## config.mk

```make
export PLATFORM = sky130hd
export DESIGN_NAME = barrel_sched
export DESIGN_NICKNAME = d
export VERILOG_FILES = /design/src/rtl/barrel_sched_pkg.sv /design/src/rtl/thread_cooldown.sv /design/src/rtl/rr_picker.sv /design/src/rtl/barrel_sched.sv
export SDC_FILE = /design/constraint.sdc
export NUM_CORES = 1
export LEC_CHECK = 0
export ABC_AREA = 1
export BUFFER_PORTS_ARGS = -buffer_cell sky130_fd_sc_hd__buf_2
export CAP_MARGIN = 20
export CORE_UTILIZATION = 65
export DETAILED_ROUTE_END_ITERATION = 10
export GPL_TIMING_DRIVEN = 0
export PLACE_DENSITY = 0.85
export SYNTH_ARGS = -nofsm -noshare
export SYNTH_HDL_FRONTEND = slang
export SYNTH_SLANG_ARGS = --single-unit
```

## constraint.sdc

```tcl
create_clock -name clk -period 7.7 [get_ports clk]
set_clock_uncertainty 0.05 [all_clocks]
set_input_delay 1.54 -clock clk [delete_from_list [all_inputs] [get_ports clk]]
set_output_delay 1.54 -clock clk [all_outputs]
set_load 0.05 [all_outputs]
```

## src/rtl/barrel_sched_pkg.sv

```systemverilog
package barrel_sched_pkg;
   localparam int unsigned MAX_THREADS = 8;
   localparam int unsigned MIN_THREADS = 2;

   // Width of a counter that must hold the value n-1 (at least one bit).
   function automatic int unsigned cnt_width(input int unsigned n);
      return (n <= 2) ? 1 : $clog2(n);
   endfunction
endpackage

```

## src/rtl/thread_cooldown.sv

```systemverilog
module thread_cooldown #(
   parameter int unsigned PIPE_DEPTH = 4
) (
   input  logic clk,
   input  logic rst,
   input  logic issued,
   output logic ready
);
   localparam int unsigned CW = barrel_sched_pkg::cnt_width(PIPE_DEPTH);

   generate
      if (PIPE_DEPTH <= 1) begin : g_nocool
         assign ready = 1'b1;
      end else begin : g_cool
         logic [CW-1:0] remain;
         always_ff @(posedge clk) begin
            if (rst) begin
               remain <= '0;
            end else if (issued) begin
               remain <= CW'(PIPE_DEPTH - 1);
            end else if (remain != '0) begin
               remain <= remain - 1'b1;
            end
         end
         assign ready = (remain == '0);
      end
   endgenerate
endmodule

```

## src/rtl/rr_picker.sv

```systemverilog
module rr_picker #(
   parameter int unsigned N = 8
) (
   input  logic [N-1:0]                                req,
   input  logic [barrel_sched_pkg::cnt_width(N)-1:0]   start,
   output logic                                        found,
   output logic [barrel_sched_pkg::cnt_width(N)-1:0]   pick
);
   localparam int unsigned TW = barrel_sched_pkg::cnt_width(N);

   logic [TW:0] cand;

   always_comb begin
      found = 1'b0;
      pick  = '0;
      cand  = '0;
      for (int k = 0; k < N; k++) begin
         cand = {1'b0, start} + (TW+1)'(k);
         if (cand >= (TW+1)'(N)) cand = cand - (TW+1)'(N);
         if (!found && req[cand[TW-1:0]]) begin
            found = 1'b1;
            pick  = cand[TW-1:0];
         end
      end
   end
endmodule

```

## src/rtl/barrel_sched.sv

```systemverilog
module barrel_sched #(
   parameter int unsigned NUM_THREADS = 8,
   parameter int unsigned PIPE_DEPTH  = 4
) (
   input  logic                                              clk,
   input  logic                                              rst,
   input  logic [NUM_THREADS-1:0]                            thread_active,
   output logic                                              issue_valid,
   output logic [barrel_sched_pkg::cnt_width(NUM_THREADS)-1:0] issue_tid
);
   localparam int unsigned TW = barrel_sched_pkg::cnt_width(NUM_THREADS);

   generate
      if (NUM_THREADS < barrel_sched_pkg::MIN_THREADS ||
          NUM_THREADS > barrel_sched_pkg::MAX_THREADS) begin : g_bad_threads
         $error("barrel_sched: NUM_THREADS out of range");
      end
      if (PIPE_DEPTH < 1) begin : g_bad_depth
         $error("barrel_sched: PIPE_DEPTH must be at least 1");
      end
   endgenerate

   logic [NUM_THREADS-1:0] cool_ok;
   logic [NUM_THREADS-1:0] eligible;
   logic [NUM_THREADS-1:0] grant_oh;
   logic [TW-1:0]          rot_ptr;
   logic                   any_grant;
   logic [TW-1:0]          grant_idx;

   generate
      for (genvar t = 0; t < NUM_THREADS; t++) begin : g_thr
         assign grant_oh[t] = any_grant && (grant_idx == TW'(t));
         thread_cooldown #(.PIPE_DEPTH(PIPE_DEPTH)) u_cool (
            .clk    (clk),
            .rst    (rst),
            .issued (grant_oh[t]),
            .ready  (cool_ok[t])
         );
      end
   endgenerate

   assign eligible = thread_active & cool_ok;

   rr_picker #(.N(NUM_THREADS)) u_pick (
      .req   (eligible),
      .start (rot_ptr),
      .found (any_grant),
      .pick  (grant_idx)
   );

   always_ff @(posedge clk) begin
      if (rst) begin
         rot_ptr <= '0;
      end else if (any_grant) begin
         rot_ptr <= (grant_idx == TW'(NUM_THREADS - 1)) ? '0 : grant_idx + 1'b1;
      end
   end

   assign issue_valid = any_grant;
   assign issue_tid   = grant_idx;
endmodule

```

## After elaboration in Yosys (flattened, before gate mapping)

Index checks and enable logic that the tools add are counted.

- Eq/ne operators: 7
- Reductions and logical operators: 47
- Mux-type cells: 57
- Bitwise gates (word level): 1
- Order comparisons: 16
- Shift-type cells: 0
- Div/mod/pow operators: 0
- $add $sub $neg: 24
- Multipliers: 0

Operators by type and width:

| kind | number |
|---|---|
| $mux 3 | 17 |
| $lt 3x4->1 const B | 8 |
| $mux 2 | 16 |
| $reduce_bool 2->1 | 16 |
| $ge 4x4->1 const B | 7 |
| $bmux 1 s3 | 8 |
| $sub 3x1->3 const B | 8 |
| $add 3x3->4 const B | 4 |
| $logic_not 2->1 | 8 |
| $mux 1 | 16 |
| $sub 2x1->2 const B | 8 |
| $logic_and 1x1->1 | 15 |
| $eq 3x3->1 const B | 4 |
| $add 3x2->4 const B | 2 |
| $and 8x8->8 | 1 |
| $logic_not 1->1 | 7 |
| $eq 3x2->1 const B | 2 |
| $add 3x1->4 const B | 1 |
| $ge 3x4->1 const B | 1 |
| $add 3x1->3 const B | 1 |
| $eq 3x1->1 const B | 1 |
| $logic_not 3->1 | 1 |

- Bits in latches: 0
- Input port bits: 10
- Memory bits (writable): 0
- Logic and storage cells: 161
- Memories kept: 0
- Register bits: 19
- Memory bits (read-only): 0

## Logic depth before layout (Yosys ltp)

- Word-level depth: 29
- Depth in mapped cells: 22
- Mapped depth without buffers: 22

## By module

A second synthesis with hierarchy kept.

- Cells, all modules: 346
- Area, all modules: 1984.4 um^2

By module, submodules not included:

| module | times used | cells each | seq. area each (um^2) | area an instance (um^2) |
|---|---|---|---|---|
| thread_cooldown | 8 | 19 | 40.0 | 113.9 |
| rr_picker | 1 | 136 | 0.0 | 747.0 |
| barrel_sched | 1 | 58 | 60.1 | 326.6 |

## Least setup slack after synthesis

OpenSTA, ideal clock, no wires.

- Kind: input port to output port
- Start: in thread_active[0]
- End: out issue_tid[1] in the netlist's numbering
- Slack: 3142 ps
- Required time: 6110 ps
- Arrival: 2968 ps
- Stages on the path: 15
- Path through: nand2_1 nand2_1 nand2_1 nand2_1 nand2_2 nand2_2 nand2_4 nand3_4 nor2_8 nand4_2 clkinv_1 nand2_1 nor2_1 nor2_1 inv_1

- Longest elaborated chain between the ends: 25
- Elaborated cells on any way between the ends: 46
- Those cells by class: mux: 31; bitwise: 1; reduce/logical: 14

Ends and longest elaborated chain:

| what | line | source |
|---|---|---|
| start, declared | barrel_sched.sv:7 | `input logic [NUM_THREADS-1:0] thread_active,` |
| $and 8x8->8 (*) | barrel_sched.sv:42 | `assign eligible = thread_active & cool_ok;` |
| $bmux 1 s3 | rr_picker.sv:20 | `if (!found && req[cand[TW-1:0]]) begin` |
| $mux 1 (implied by the code) | rr_picker.sv:20 |  |
| $mux 1 | rr_picker.sv:20 |  |
| $logic_not 1->1 | rr_picker.sv:20 |  |
| $logic_and 1x1->1 | rr_picker.sv:20 |  |
| $mux 1 | rr_picker.sv:20 |  |
| $logic_not 1->1 | rr_picker.sv:20 |  |
| (+9 left out) | - |  |
| $logic_and 1x1->1 | rr_picker.sv:20 |  |
| $mux 1 | rr_picker.sv:20 |  |
| $logic_not 1->1 | rr_picker.sv:20 |  |
| $logic_and 1x1->1 | rr_picker.sv:20 |  |
| $mux 1 | rr_picker.sv:20 |  |
| $logic_not 1->1 | rr_picker.sv:20 |  |
| $logic_and 1x1->1 | rr_picker.sv:20 |  |
| $mux 3 (*) | rr_picker.sv:20 |  |
| end, declared | barrel_sched.sv:9 | `output logic [barrel_sched_pkg::cnt_width(NUM_THREADS)-1:0] issue_tid` |

Mark *: on every way between the ends. The rest lies on a longest branch, timed or not. The select of a mux whose other input is x is not followed.

## Final worst setup path

- Start: in thread_active[3]
- End: out issue_tid[1] in the netlist's numbering

Same word-level chain as after synthesis.

==> impl_metrics.ini <==
[outcome]
status = complete, no violations

[critical_path]
cp-startpoint = thread_active[3]
endpoint = issue_tid[1]
required_ns = 6.11
crit_type = input pin to primary output
startpoint_type = input pin
arrival_ns = 3.48
reg2reg_slack_ns = 4.28
crit_fanout = 6
regToRegEndpoint = rot_ptr[0]
endpoint_kind = primary output
rr_worst_depth = 22
r2r-start = rot_ptr[0]

[synthesis]
synth_compound_area_share_pct = 11.27
synth-xor-area-share_pct = 6.228
synth_nets = 292
muxShareOfSynthArea_pct = 0
synth_top_area_share_pct = 21.27
synth_edf_count = 0
synthFlopType = dfxtp_1
synth.area.top_cells = dfxtp_1 (21%), nand2_1 (13%), ha_1 (11%)
synth_top_family_by_area = simple AND/OR/NAND/NOR gates
synthCells = 266
avgSynthCellArea_um2 = 6.722
synthArstFlopShare_pct = 0
synth_cell_type_count = 35
yosysWarnings = 0
synth-simple-area-share_pct = 38.77
synth_seq_cells = 19
seq_area_frac_synth_pct = 21.27
synth_area_leader_cell = dfxtp_1
syn_area_um2 = 1788
synthAdderAreaFrac_pct = 11.20

[die]
coreArea_um2 = 2545
fp.dieH_um = 54.45
num_rows = 18
initial_utilization_pct = 70.26
ioPinCount = 14
die_w_um = 54.45
dieArea_um2 = 2964

[cells_and_area]
diodes = 0
fin_nets = 309
fill_cells = 221
final_cell_mix = nand2_1 (61), inv_1 (31), nand3_1 (28), a21oi_1 (28), dfxtp_1 (19)
syn_to_final_growth_pct = 6.998
final_common_cell = nand2_1
multi_input_area_um2 = 1206
regArea_um2 = 380.4
final_design_area_no_fill_um2 = 1913
final_util_pct = 75.17
drive_gt1_share_pct = 18.79

[detailed_routing]
drc = 0
wl_per_cell_um = 11.94
routed_wl_mm = 3.724
drt_first_pass_iters = 6
vias_per_cell = 5.471
via_count = 1707
drtAntennaViolNets = 0
drt_iter0_markers = 78

[clock_network]
cts_setup_buffers = 0
clk_pin_slew_ns = 0.11
clockRootBuffer = clkbuf_4
cts.path.max_buffers = 2
cts_tree = yes
cts.hold.buffers_added = 0
cts.sinks = 19
cts_buffers = 3
cts_resized = 0
htreeDepth = 1
clkLatencyLatePin_ns = 0.30

[placed_design]
io_buffers = 12
hpwlAfterDp_mm = 3.031
dpl_worst_slack_ns = 2.748
placed_area_um2 = 1886
gp_congestion = 0.9437

[sta]
rsz0062_at_grt = false
postLayoutSetupSlackWorst_ns = 2.632
period_needed_ns = 5.069
max_freq_ghz = 0.1973
slew_viol_final = 0
relSlewSlack_pct = 67.96
setup_violations = 0
fin_setup_tns_ns = 0
finalHoldViolations = 0
period_share_pct = 65.82
tightestPinTransition_ns = 0.4806

[global_route]
grt_overflow_total = 0
first_global_vias = 1309
grt_usage_pct = 27.59
grt_pass1_wl_mm = 5.747
antenna_found_initial = 0
grt_start_max_net_pins = 12

[run]
drv_cap = 0

[worst_hold_path]
hold_path_class = flop to flop
[cells in the mapped netlist, types with 2 or more instances]
library cell  number
nor2_1            18
nand2_2           11
inv_2              5
ha_1              16
nand3_1           28
a21oi_1           28
buf_4              3
nand2_1           61
nand4_1            2
dfxtp_1           19
nand2_4            4
xnor2_2            2
nand3_2            4
nor3_1             3
inv_1             31
xor2_1             9
o21ai_0            4
[critical path: stages]
cell and delay [ns]:
buf_2 0.10, nand2_1 0.13, nand2_1 0.09, nand3_1 0.11, nand3_1 0.14, nand2_2 0.14
nand3_4 0.11, nor2_8 0.13, nand4_2 0.13, clkinv_1 0.12, nand2_1 0.09, nor2_1 0.13
nor2_1 0.10, inv_1 0.13, buf_2 0.28
[layout make-up]
| class | count | area share, % |
|---|---|---|
| Buffer | 7 | 2.943 |
| Multi-Input combinational cell | 202 | 63.05 |
| Inverter | 38 | 7.587 |
| Clock buffer | 3 | 1.177 |
| Clock inverter | 1 | 0.2616 |
| Sequential cell | 19 | 19.88 |
| Timing Repair Buffer | 12 | 3.139 |
| Tap cell | 30 | 1.962 |
[sequential cells by signal, summed over array words and instances (netlist names)]
signal and count:
g_thr.u_cool.g_cool.remain 16, rot_ptr 3
[how the worst min path moves through the flow]
stage                                      from                                to  slack [ns]  cells past startpoint
6_report       g_thr[4].u_cool.g_cool.remain[1]  g_thr[4].u_cool.g_cool.remain[1]        0.49                      2
5_1_grt        g_thr[4].u_cool.g_cool.remain[1]  g_thr[4].u_cool.g_cool.remain[1]        0.52                      2
4_1_cts        g_thr[4].u_cool.g_cool.remain[1]  g_thr[4].u_cool.g_cool.remain[1]        0.49                      2
3_5_place_dp   g_thr[4].u_cool.g_cool.remain[1]  g_thr[4].u_cool.g_cool.remain[1]        0.48                      2
3_3_place_gp   g_thr[4].u_cool.g_cool.remain[1]  g_thr[4].u_cool.g_cool.remain[1]        0.47                      2
2_1_floorplan  g_thr[4].u_cool.g_cool.remain[1]  g_thr[4].u_cool.g_cool.remain[1]        0.46                      2
[layer usage]
metal	vias to the layer above	global-route usage (%)	part of all wire, %
met5	-	0	0
met1	772	36.97	46
met4	0	6.838	0.91
li1	885	-	-
met2	44	45.73	48
met3	6	4.444	5.8
[stage by stage]
step                hold WS, ns  instances
floorplan                0.4570        266
global placement         0.4713        308
detailed placement       0.4773        308
CTS                      0.4937        312
global route             0.5243        312
finish                   0.4929        312
[logic make-up (layout without fill, tap and decap cells)]
group | count (synthesis) | count (layout)
buffers and inverters | 45 | 61
adders and majority gates | 16 | 16
xor gates and xnor gates | 11 | 11
and+or+nand+nor | 137 | 137
DFF | 19 | 19
AOI/OAI and AO/OA | 38 | 38
Power is not shown: default switching activity piles up to over one toggle a cycle in this logic, so the estimate is an artifact.
